<file path="config.mk">
export PLATFORM = sky130hd
export DESIGN_NAME = qrs_gen
export DESIGN_NICKNAME = d
export VERILOG_FILES = /design/src/rtl/qrs_pkg.sv /design/src/rtl/qrs_shreg.sv /design/src/rtl/qrs_suppress.sv /design/src/rtl/qrs_ctrl.sv /design/src/rtl/qrs_gen.sv
export SDC_FILE = /design/constraint.sdc
export NUM_CORES = 1
export LEC_CHECK = 0
export ABC_AREA = 1
export BUFFER_PORTS_ARGS = -buffer_cell sky130_fd_sc_hd__buf_2
export CAP_MARGIN = 20
export CELL_PAD_IN_SITES_DETAIL_PLACEMENT = 0
export CELL_PAD_IN_SITES_GLOBAL_PLACEMENT = 1
export CORE_UTILIZATION = 30
export CTS_CLUSTER_DIAMETER = 120
export DETAILED_ROUTE_END_ITERATION = 12
export PLACE_DENSITY = 0.7
export SKIP_CTS_REPAIR_TIMING = 1
export SYNTH_ARGS = -nofsm -noshare
export SYNTH_HDL_FRONTEND = slang
export SYNTH_HIERARCHICAL = 1
export SYNTH_SLANG_ARGS = --single-unit
export TNS_END_PERCENT = 1
</file>
<file path="constraint.sdc">
create_clock -name clk -period 4 [get_ports clk]
set_clock_uncertainty 0.2 [all_clocks]
set_input_delay 0.6 -clock clk [delete_from_list [all_inputs] [get_ports clk]]
set_output_delay 0.6 -clock clk [all_outputs]
set_load 0.1 [all_outputs]
</file>
<file path="src/rtl/qrs_pkg.sv">
package qrs_pkg;

    typedef enum logic [0:0] {
        ST_SEEDING = 1'b0,
        ST_ACTIVE  = 1'b1
    } state_t;

    typedef enum logic [1:0] {
        CMD_HOLD = 2'd0,
        CMD_STEP = 2'd1,
        CMD_LOAD = 2'd2,
        CMD_SEED = 2'd3
    } cmd_t;

endpackage

</file>
<file path="src/rtl/qrs_shreg.sv">
module qrs_shreg
    import qrs_pkg::*;
#(
    parameter int              N_STAGES = 20,
    parameter int              FB_TAP   = 17,
    parameter logic [N_STAGES-1:0] SEED_VAL = 20'hACE01
) (
    input  logic                clk,
    input  logic                rst_n,
    input  cmd_t                cmd,
    input  logic [N_STAGES-1:0] load_val,
    output logic [N_STAGES-1:0] stage_q
);
    localparam int LAST = N_STAGES - 1;
    localparam int TAPI = FB_TAP - 1;

    logic feedback;

    always_comb begin
        feedback = stage_q[TAPI] ^ stage_q[LAST];
    end

    always_ff @(posedge clk or negedge rst_n) begin
        if (!rst_n) begin
            stage_q <= SEED_VAL;
        end else begin
            unique case (cmd)
                CMD_STEP: stage_q <= {stage_q[LAST-1:0], feedback};
                CMD_LOAD: stage_q <= load_val;
                CMD_SEED: stage_q <= SEED_VAL;
                default:  stage_q <= stage_q;
            endcase
        end
    end
endmodule

</file>
<file path="src/rtl/qrs_suppress.sv">
module qrs_suppress #(
    parameter int N_STAGES = 20,
    parameter int SUP_LO   = 6,
    parameter int SUP_HI   = 19
) (
    input  logic [N_STAGES-1:0] stage_q,
    output logic                bit_out
);
    localparam int LO_I = SUP_LO - 1;
    localparam int HI_I = SUP_HI - 1;

    logic window_clear;

    always_comb begin
        window_clear = ~|stage_q[HI_I:LO_I];
        bit_out      = stage_q[N_STAGES-1] | window_clear;
    end
endmodule

</file>
<file path="src/rtl/qrs_ctrl.sv">
module qrs_ctrl
    import qrs_pkg::*;
(
    input  logic   clk,
    input  logic   rst_n,
    input  logic   step_en,
    input  logic   load_en,
    input  logic   reg_zero,
    output state_t state_q,
    output cmd_t   cmd
);
    state_t state_d;

    always_ff @(posedge clk or negedge rst_n) begin
        if (!rst_n) begin
            state_q <= ST_SEEDING;
        end else begin
            state_q <= state_d;
        end
    end

    always_comb begin
        state_d = state_q;
        cmd     = CMD_HOLD;
        unique case (state_q)
            ST_SEEDING: begin
                cmd     = CMD_SEED;
                state_d = ST_ACTIVE;
            end
            ST_ACTIVE: begin
                if (load_en) begin
                    cmd = CMD_LOAD;
                end else if (reg_zero) begin
                    state_d = ST_SEEDING;
                end else if (step_en) begin
                    cmd = CMD_STEP;
                end
            end
            default: begin
                state_d = ST_SEEDING;
            end
        endcase
    end
endmodule

</file>
<file path="src/rtl/qrs_gen.sv">
module qrs_gen
    import qrs_pkg::*;
#(
    parameter int              N_STAGES = 20,
    parameter int              FB_TAP   = 17,
    parameter int              SUP_LO   = 6,
    parameter int              SUP_HI   = 19,
    parameter logic [N_STAGES-1:0] SEED_VAL = 20'hACE01
) (
    input  logic                clk,
    input  logic                rst_n,
    input  logic                step_en,
    input  logic                load_en,
    input  logic [N_STAGES-1:0] load_val,
    output logic                bit_out
);
    logic [N_STAGES-1:0] stage_q;
    logic                reg_zero;
    state_t              fsm_state;
    cmd_t                cmd;

    always_comb begin
        reg_zero = ~|stage_q;
    end

    qrs_ctrl u_ctrl (
        .clk      (clk),
        .rst_n    (rst_n),
        .step_en  (step_en),
        .load_en  (load_en),
        .reg_zero (reg_zero),
        .state_q  (fsm_state),
        .cmd      (cmd)
    );

    qrs_shreg #(
        .N_STAGES (N_STAGES),
        .FB_TAP   (FB_TAP),
        .SEED_VAL (SEED_VAL)
    ) u_shreg (
        .clk      (clk),
        .rst_n    (rst_n),
        .cmd      (cmd),
        .load_val (load_val),
        .stage_q  (stage_q)
    );

    qrs_suppress #(
        .N_STAGES (N_STAGES),
        .SUP_LO   (SUP_LO),
        .SUP_HI   (SUP_HI)
    ) u_supp (
        .stage_q  (stage_q),
        .bit_out  (bit_out)
    );
endmodule

</file>
[Word-level counts from Yosys, hierarchy flattened]
Index checks and enable logic that the tools add are counted.
Cells by class
  equal/unequal tests: 3
  multiplexer cells: 8
  bitwise operators: 3
  reduce and logical (&&, ||, !) cells: 4
Operator list (count)
  20-bit case mux with 3 select lines: 1
  20-bit OR reduction: 1
  14-bit OR reduction: 1
  2-bit == test, second input constant: 2
  2-bit two-way mux: 2
  2-bit case mux with 2 select lines: 1
  1-bit two-way mux: 3
  3-bit nonzero test: 1
  2-bit by 1-bit == test with 1-bit output, second input constant: 1
  1-bit case mux with 2 select lines: 1
  1-bit zero test: 1
  1-bit inverter: 1
  1-bit OR: 1
  1-bit bitwise XOR: 1
Storage, ports and cells
  register bits after elaboration: 21
  bits of input ports: 24
  output and inout bits: 1
  logic and storage cells: 20

[Logic depth before layout (Yosys ltp)]
Gate-level depths: netlist of the first run.
  word-level depth: 6
  depth in mapped cells: 14

[Hierarchy]
The synthesis of the first run kept the hierarchy.
By module, submodules not included
  qrs_shreg: times used 1, cells an instance 116, area each 1042.2 sq um
  qrs_gen: times used 1, cells an instance 17, area each 71.3 sq um
  qrs_suppress: times used 1, cells an instance 15, area each 58.8 sq um
  qrs_ctrl: times used 1, cells an instance 7, area each 48.8 sq um

[Worst setup path after synthesis of the first run]
OpenSTA, ideal clock, no wires.
  kind: flip-flop to output port
  from: reg u_shreg.stage_q[6]
  to: out bit_out
  data arrival time: 1.397 ns
  data required time: 3.200 ns
  setup slack: 1.803 ns
  stages on the path, launching flop included: 5
  buffers on the path: 0
  path through: dfrtp_1 > or2_1 > nor2_1 > nand2_1 > nand2_1
On the way
  word-level cells in the longest chain between the ends: 3
Ends and longest elaborated chain
  start, declared: RTL line qrs_shreg.sv:12  | output logic [N_STAGES-1:0] stage_q
  start signal, assigned: RTL line qrs_shreg.sv:28  | CMD_STEP: stage_q <= {stage_q[LAST-1:0], feedback};
  start signal, assigned: RTL line qrs_shreg.sv:29  | CMD_LOAD: stage_q <= load_val;
  start signal, assigned: RTL line qrs_shreg.sv:31  | default: stage_q <= stage_q;
  14-bit OR reduction: RTL line qrs_suppress.sv:15  | window_clear = ~|stage_q[HI_I:LO_I];
  1-bit zero test: RTL line qrs_suppress.sv:15
  1-bit OR: RTL line qrs_suppress.sv:16  | bit_out = stage_q[N_STAGES-1] | window_clear;
  end, declared: RTL line qrs_gen.sv:15  | output logic bit_out
Every way passes these cells.

[Worst setup path after layout of the first run]
  from: reg u_shreg.stage_q[19]
  to: reg u_shreg.stage_q[18]
On the way
  word-level cells in the longest chain between the ends: 6
Ends and longest elaborated chain
  20-bit OR reduction *: RTL line qrs_gen.sv:23  | reg_zero = ~|stage_q;
  2-bit two-way mux *: RTL line qrs_ctrl.sv:33  | end else if (reg_zero) begin
  2-bit two-way mux *: RTL line qrs_ctrl.sv:31  | if (load_en) begin
  2-bit case mux with 2 select lines *: RTL line qrs_ctrl.sv:25  | unique case (state_q)
  net cmd[0]: RTL line qrs_gen.sv:20  | cmd_t cmd;
  2-bit == test or 2-bit by 1-bit == test with 1-bit output (tied branches): RTL line qrs_shreg.sv:27  | unique case (cmd)
  20-bit case mux with 3 select lines or 3-bit nonzero test (tied branches)
The timed path passes the listed nets; every way through them passes the cells marked *.
A chain may end at the register's enable or synchronous reset.

==> results of run 1 <==
==> cells by family after synthesis <==
logic type / Yosys count / share of synthesized area, %
buf+inv: 12 / 7.27
simple gates: 106 / 42.3
flops: 21 / 43.9
compound gates: 16 / 6.56
==> cell usage after synthesis <==
library cell and number:
nand2_2 10, buf_12 1, dfstp_2 8, nand2_1 49
o21ai_0 1, nor2_2 2, buf_4 1, nand3_2 10
nand3_1 3, buf_6 3, dfrtp_1 13, nand4_1 1
nor2_4 2, inv_2 1, o21ai_1 8, inv_1 5
or2_1 1, buf_2 1, nor2_1 27, a21oi_1 7
and2_0 1
==> worst min path at each step <==
stage                               to  depth (start not counted)                from
floorplan               u_ctrl/state_q                          0               rst_n
global placement    u_shreg/stage_q[0]                          2  u_shreg/stage_q[0]
detailed placement      u_ctrl/state_q                          1      u_ctrl/state_q
CTS                 u_shreg/stage_q[8]                          1               rst_n
global route        u_shreg/stage_q[7]                          1               rst_n
finish              u_shreg/stage_q[8]                          1               rst_n
==> sequential cells by signal, summed over array words and instances (netlist names) <==
| register | count |
|---|---|
| u_shreg/stage_q | 20 |
| u_ctrl/state_q | 1 |
==> critical path, delay by kind of cell (launching register included) <==
kind	cells	cell delay, ns
simple gates	9	1.34
flops	1	0.57
compound gates	1	0.09
buf+inv	1	0.20
==> area by class of cell <==
cell class | instances | area share (%)
clock buffer | 3 | 2.99
multi-input combinational | 122 | 43.2
clock inverter | 1 | 0.362
tap | 48 | 4.35
timing repair buffer | 24 | 8.70
inverter | 6 | 1.63
sequential | 21 | 38.8
==> cells in the final DEF, fill, tap and decap left out, types with 2 or more instances in the layout <==
| cell type | Yosys | routed |
|---|---|---|
| nor2_1 | 27 | 27 |
| dfstp_2 | 8 | 8 |
| a21oi_1 | 7 | 7 |
| nand2_1 | 49 | 49 |
| nor2_2 | 2 | 2 |
| dfrtp_1 | 13 | 13 |
| nor2_4 | 2 | 2 |
| nand3_2 | 10 | 10 |
| nand3_1 | 3 | 3 |
| buf_2 | 1 | 24 |
| o21ai_1 | 8 | 8 |
| inv_1 | 5 | 5 |
| clkbuf_8 | 0 | 3 |
| nand2_2 | 10 | 10 |
==> metrics by stage <==
step           total power [mW]  instance area, sq um  instances  util [%]  hold WS (ns)
2_1_floorplan             0.341                  1220        155         -         0.104
3_3_place_gp              0.369                  1340        221      35.4         0.281
3_5_place_dp              0.371                  1340        221      35.4         0.286
4_1_cts                   0.519                  1380        225      36.6        0.0972
5_1_grt                   0.543                  1380        225      36.6         0.110
6_report                  0.507                  1380        225      36.6        0.0823
==> power by group <==
part | internal (mW) | switching [mW]
Combinational | 0.0364 | 0.0596
Clock | 0.0695 | 0.0730
Sequential | 0.243 | 0.0262
Total | 0.349 | 0.159
==> metal layers <==
metal	up-vias	part of all wire, %
met2	10	49
met4	0	0.76
met3	2	2.8
li1	532	-
met5	-	0
met1	465	47
==> impl_metrics.yaml, run 1 <==
critical_path:
  startpoint_type: "flop"
  slowest_delay_ns: 0.57
  crit_type: "flop to flop"
  critPathMostFrequentCell: "nand2_1"
  cp.required_ns: 4.00
  r2r_end: "u_shreg/stage_q[18]"
  cp.arrival_ns: 2.43
  crit_path_max_fanout: 16
  critical-path-slowest-cell: "dfstp_2"
  reg2reg_slack_ns: 1.56
  end_kind: "flop"
  critical_path.cell_chain: "nor2_1, and2_0, nand2_1, nor2_2, nor2_1, nand2_1, nand2_1, inv_1, nor2_4, nand2_1, o21ai_1"
  reg2reg_depth: 11
  startpoint: "u_shreg/stage_q[19]"
  timing.rr.start: "u_shreg/stage_q[19]"
  cp-endpoint: "u_shreg/stage_q[18]"
sta:
  period_share_pct: 60.9
  hold_viol: 0
  worst_slew_pin_slew_ns: 0.587
  max_freq_ghz: 0.410
  layout_min_cycle_time_ns: 2.44
  relSlewSlack_pct: 60.8
  timing.final.ws_setup_ns: 1.56
  tns_ns: 0
  maxSlewViolCount: 0
  grt_setup_unrepaired: "false"
  setup_violations: 0
clock_network:
  clock_latency_ns: 0.26
  clkTransAtPathRegs_ns: 0.08
  cts_buffers: 3
  cts_buffer_depth: 2
  cts_tree: "built"
  htree_levels: 1
  clock_sinks: 21
  cts_root_buf: "clkbuf_8"
flow_run:
  maxCapViolCount: 0
drt:
  drtIter0Drc: 20
  via_per_inst: 4.48
  wl_per_cell_um: 11.7
  route.vias.total: 1009
  dr.pass1.iters: 4
  drt_drc_violations_left: 0
  routed_wirelength_mm: 2.64
  ant_nets: 0
final_layout:
  syn_to_final_growth_pct: 13.1
  multi_input_area_sq_um: 597
  final_layout_size_suffix_gt1_share_pct: 34.5
  n_fill_cell: 405
  seq_area_sq_um: 536
  layout.nets: 202
  n_antenna_cell: 0
power:
  powerDensity_mw_per_mm2: 367
  peakVddDrop_v: 0.000156
  power_leakage_nw: 0.681
yosys:
  synth_area_sq_mm: 0.00122
  synth_top_area_share_pct: 26.6
  synthCells: 155
  synth_top_cell_by_area: "dfrtp_1"
  synth_fp_nets: 179
  netlist_top_cells_area: "dfrtp_1 (27%), dfstp_2 (17%), nand2_1 (15%)"
  ys_seq_area_share_pct: 43.9
  synth_seq_cells: 21
  yosys_warnings: 6
  syn_area_per_cell_sq_um: 7.88
  ys_types: 21
worst_hold_path:
  holdCritPathClass: "input port to asynchronous set/reset pin"
placed_design:
  numPortBuffers: 24
  pre_cts_ws_ns: 1.56
  dpl.hpwl_mm: 1.96
  gp_congestion: 0.821
floorplanning:
  ios: 25
  num_rows: 22
  core-area_sq_mm: 0.00377
  dieArea_sq_mm: 0.00433
  dieHeight_um: 65.8
  start_util_pct: 32.4
  die_w_um: 65.8
grt:
  grt_max_degree: 22
  antenna_found_initial: 0
  met2_usage_pct: 23.2
  met3_usage_pct: 2.41
  grt-busiest-layer: "met2"
  grt_first_pass_wirelength_mm: 4.69
  grt_overflow: 0
  grt_usage_pct: 14.1
  grt_use_met1_pct: 17.9
  grt_pass1_vias: 1052
run_status:
  status: "finished, final reports clean"
(Power assumes the default switching activity.)
==> run 2: changes to the inputs <==
PLACE_DENSITY = 0.72   (was 0.7)
clock period = 2.06 ns   (was 4 ns; I/O delays follow)
==> run 2 against run 1 <==
Effect of this change:
- register-to-register slack got worse by 1.4 ns
- largest power group unchanged
- critical path depth rose by 1
- sequential share of layout area fell by 3.2 points
==> impl_metrics.yaml, run 2 (same netlist as run 1, synthesis figures left out) <==
clock_network:
  cts_tree: "built"
  htree_levels: 1
  clkTransAtPathRegs_ns: 0.07
  cts_root_buf: "clkbuf_8"
  clock_latency_ns: 0.25
  cts_buffers: 3
  clock_sinks: 21
  cts_buffer_depth: 2
final_layout:
  final_common_cell: "nand2_1"
  multi_input_area_sq_um: 599
  post-route-util_pct: 39.9
  regMostFlops: "u_shreg/stage_q"
  layout.nets: 212
  stdcell_area_sq_mm: 0.00150
  syn_to_final_growth_pct: 23.2
  final_layout_size_suffix_gt1_share_pct: 38.0
  largestRegisters: "u_shreg/stage_q: 20 flops, u_ctrl/state_q: 1 flops"
  final_cell_mix: "nand2_1 (48), nor2_1 (27), buf_2 (23)"
  largest_reg_flops: 20
  n_fill_cell: 407
  n_antenna_cell: 0
  seq_area_sq_um: 536
drt:
  wl_per_cell_um: 11.5
  ant_nets: 0
  drt_drc_violations_left: 0
  dr.pass1.iters: 4
  route.vias.total: 1096
  drtIter0Drc: 69
  routed_wirelength_mm: 2.70
  via_per_inst: 4.66
power:
  p_total_mw: 1.01
  power_leakage_nw: 0.740
  peakVddDrop_v: 0.000304
  powerDensity_mw_per_mm2: 671
floorplanning:
  dieHeight_um: 65.8
  num_rows: 22
  ios: 25
  start_util_pct: 32.4
  die_w_um: 65.8
  core-area_sq_mm: 0.00377
  dieArea_sq_mm: 0.00433
critical_path:
  end_kind: "flop"
  crit_path_max_fanout: 9
  cp.required_ns: 2.05
  cp.arrival_ns: 1.91
  startpoint_type: "flop"
  crit_type: "flop to flop"
  reg2reg_slack_ns: 0.14
sta:
  hold_viol: 0
  setup_violations: 0
  maxSlewViolCount: 0
  period_share_pct: 93.0
  layout_min_cycle_time_ns: 1.92
  max_freq_ghz: 0.522
  grt_setup_unrepaired: "true"
  worst_slew_pin_slew_ns: 0.459
  relSlewSlack_pct: 69.4
grt:
  antenna_found_initial: 0
  grt_overflow: 0
  grt_usage_pct: 14.5
  grt_pass1_vias: 1040
  grt_first_pass_wirelength_mm: 4.76
  grt_max_degree: 22
placed_design:
  dpl.hpwl_mm: 2.07
  gp_congestion: 0.884
  numPortBuffers: 24
  dpl-instance-area_sq_mm: 0.00143
flow_run:
  maxCapViolCount: 0
worst_hold_path:
  holdCritPathClass: "input port to flop"
run_status:
  status: "finished, final reports clean"
-- run 2: changes by cell type in the layout (fill, tap and decap cells not counted), sizes merged --
cell,delta
dlygate4sd3,+1
buf,+9
clkbuf,+1
clkinv,-1
-- run 2: worst paths after layout --
path                       depth (start not counted)                start                   to
setup / recovery                                  12  u_shreg/stage_q[19]   u_shreg/stage_q[6]
hold / removal                                     3          load_val[2]   u_shreg/stage_q[2]
setup reg to reg                                  12  u_shreg/stage_q[19]   u_shreg/stage_q[6]
hold reg to reg                                    2  u_shreg/stage_q[11]  u_shreg/stage_q[11]
max in group asynchronous                          2                rst_n   u_shreg/stage_q[0]
min in group asynchronous                          2                rst_n  u_shreg/stage_q[16]
-- run 2: worst max-delay path, cell delays in order, from the launching register on --
cell     delay (ns)
dfstp_2        0.56
nor2_1         0.05
and2_0         0.14
nand2_1        0.07
nor2_2         0.04
nor2_1         0.08
nand2_1        0.07
nand2_2        0.14
inv_2          0.07
nor2_4         0.17
buf_12         0.16
nand2_2        0.05
nand3_2        0.06
-- run 2: power breakdown --
group	switching, mW	internal (mW)
Combinational	0.128	0.101
Sequential	0.0469	0.471
Clock	0.125	0.137
-- run 2: cell type report --
type,count,share of cell area [%]
clock buffer,4,3.00
inverter,6,1.50
multi-input combinational,122,39.9
sequential,21,35.6
tap,48,3.99
timing repair buffer,34,16.1
-- run 2: stage by stage --
stage          hold slack (ns)  setup TNS [ns]  worst slack (ns)  cells
2_1_floorplan           -0.187               0             0.154    155
3_3_place_gp             0.101               0             0.116    228
3_5_place_dp            0.0958               0            0.0779    228
4_1_cts                 -0.182               0            0.0551    232
5_1_grt                 0.0568         -0.0433           -0.0126    235
6_report                0.0633               0             0.144    235
-- run 2: per-layer routing --
metal | vias to the layer above | track usage (%) | part of all wire [%]
li1 | 555 | - | -
met1 | 518 | 20.0 | 50
met2 | 21 | 23.2 | 45
met3 | 2 | 2.41 | 4.7
met4 | 0 | 4.08 | 0.44
met5 | - | 0 | 0
==> run 3: changes to the inputs <==
CORE_UTILIZATION = 35   (was 30)
PLACE_DENSITY = 0.81   (was 0.72)
==> run 3 against run 2 <==
Effect of this change:
- clock power decreased by 25%
- sequential share of layout area rose by 0.97 points
- core utilization is 4.0 points higher
- hold slack worse by 0.055 ns
- sequential power about the same
- total power decreased by 6.9%
- via count decreased by 1.2%
- count of clock-buffer cells in the layout unchanged
- largest power group unchanged
- highest routed layer unchanged
==> impl_metrics.yaml, run 3 (same netlist as run 1, synthesis figures left out) <==
final_layout:
  syn_to_final_growth_pct: 19.9
  multi_input_area_sq_um: 612
  seq_area_sq_um: 536
  regMostFlops: "u_shreg/stage_q"
  stdcell_area_sq_mm: 0.00146
  final_cell_mix: "nand2_1 (47), nor2_1 (27), buf_2 (23)"
  n_fill_cell: 359
  post-route-util_pct: 43.9
  largestRegisters: "u_shreg/stage_q: 20 flops, u_ctrl/state_q: 1 flops"
  final_common_cell: "nand2_1"
  final_layout_size_suffix_gt1_share_pct: 37.3
  n_antenna_cell: 0
  layout.nets: 210
  fin_cells: 231
  largest_reg_flops: 20
critical_path:
  crit_path_max_fanout: 12
  critical-path-slowest-cell: "dfstp_2"
  reg2reg_slack_ns: 0.15
  crit_family: "simple AND/OR/NAND/NOR gates"
  cp.required_ns: 2.09
  slowest_delay_ns: 0.56
  worst-path-buf-inv: 2
  path_depth: 12
  cp-endpoint: "u_shreg/stage_q[18]"
  critical_path.cell_chain: "nor2_1, and2_0, nand2_1, nor2_2, nor2_1, nand2_1, nand2_4, inv_1, nor2_4, buf_12, nand2_1, o21ai_1"
  r2r_end: "u_shreg/stage_q[18]"
  cp.arrival_ns: 1.94
  critPathMostFrequentCell: "nand2_1"
  startpoint_type: "flop"
  startpoint: "u_shreg/stage_q[19]"
  reg2reg_depth: 12
  end_kind: "flop"
  timing.rr.start: "u_shreg/stage_q[19]"
  crit_type: "flop to flop"
worst_hold_path:
  worstHoldStart: "load_val[2]"
  holdCritPathClass: "input port to flop"
power:
  p_comb_share_pct: 24.1
  powerDensity_mw_per_mm2: 642
  p_int_mw: 0.643
  p_clk_share_pct: 21.1
  power_leakage_nw: 0.720
  switchingPower_mw: 0.298
  p_total_mw: 0.940
  seq_power_share_pct: 54.9
  p_sw_share_pct: 31.7
  peakVddDrop_v: 0.000254
sta:
  relSlewSlack_pct: 68.0
  layout_min_cycle_time_ns: 1.91
  period_share_pct: 92.9
  maxSlewViolCount: 0
  setup_violations: 0
  tns_ns: 0
  grt_setup_unrepaired: "false"
  hold_viol: 0
  max_freq_ghz: 0.522
  worst_slew_pin_slew_ns: 0.481
drt:
  route.vias.total: 1083
  dr.pass1.iters: 5
  ant_nets: 0
  via_per_inst: 4.69
  routed_wirelength_mm: 2.68
  drtIter0Drc: 37
  wl_per_cell_um: 11.6
  drt_drc_violations_left: 0
placed_design:
  dpl-instance-area_sq_mm: 0.00141
  dpl.hpwl_mm: 2.03
  gp_congestion: 0.890
  numPortBuffers: 24
  dpl.cell_count: 225
floorplanning:
  num_rows: 21
  start_util_pct: 36.6
  die_w_um: 61.1
  core-area_sq_mm: 0.00334
  ios: 25
  dieHeight_um: 61.1
  dieArea_sq_mm: 0.00373
flow_run:
  maxCapViolCount: 0
grt:
  grt_first_pass_wirelength_mm: 4.80
  antenna_found_initial: 0
  grt_pass1_vias: 1098
  grt_usage_pct: 17.5
  grt_overflow: 0
  grt_max_degree: 22
clock_network:
  clkTransAtPathRegs_ns: 0.11
  clock_latency_ns: 0.30
  cts_buffers: 3
  cts_buffer_depth: 2
  cts_root_buf: "clkbuf_4"
  cts_tree: "built"
  htree_levels: 1
  clock_sinks: 21
run_status:
  status: "finished, final reports clean"
-- run 3: cell type report --
cell class / count / share of cell area, %
clock buffers: 4 / 1.79
inverters: 6 / 1.54
multi-input cells: 122 / 41.8
flip-flops and latches: 21 / 36.6
well taps: 46 / 3.93
repair buffers: 32 / 14.4
-- run 3: metrics by stage --
| step | hold slack, ns | setup WS, ns |
|---|---|---|
| finish | 0.00869 | 0.145 |
| global route | 0.00169 | 0.00508 |
| CTS | -0.244 | 0.00694 |
| detailed placement | 0.0995 | 0.0326 |
| global placement | 0.0946 | 0.108 |
| floorplan | -0.187 | 0.154 |
-- run 3: how the worst min path moves through the flow --
stage	to	slack [ns]	cells past startpoint
finish	u_shreg/stage_q[2]	0.009	3
CTS	u_shreg/stage_q[12]	-0.24	1
global placement	u_shreg/stage_q[3]	0.09	1
detailed placement	u_shreg/stage_q[2]	0.1	1
floorplan	u_ctrl/state_q	-0.19	0
global route	u_shreg/stage_q[3]	0.002	3
-- run 3: power groups by stage --
stage	clock network [mW]	registers (mW)	logic [mW]
finish	0.198	0.516	0.226
global route	0.222	0.525	0.256
CTS	0.212	0.518	0.219
detailed placement	0	0.525	0.219
global placement	0	0.525	0.214
floorplan	0	0.515	0.147
-- run 3: layer usage --
layer / wire length [um] / GRT usage (%) / share of wire, % / vias to the layer above
met1: 1250 / 23.7 / 46 / 517
met4: 15 / 6.82 / 0.56 / 0
met2: 1330 / 28.7 / 50 / 15
li1: - / - / - / 549
met5: 0 / 0 / 0 / -
met3: 87 / 2.10 / 3.2 / 2
-- run 3: worst min-delay path, stage by stage --
cell     delay [ns]
buf_2          0.07
nand2_1        0.05
nand3_2        0.05
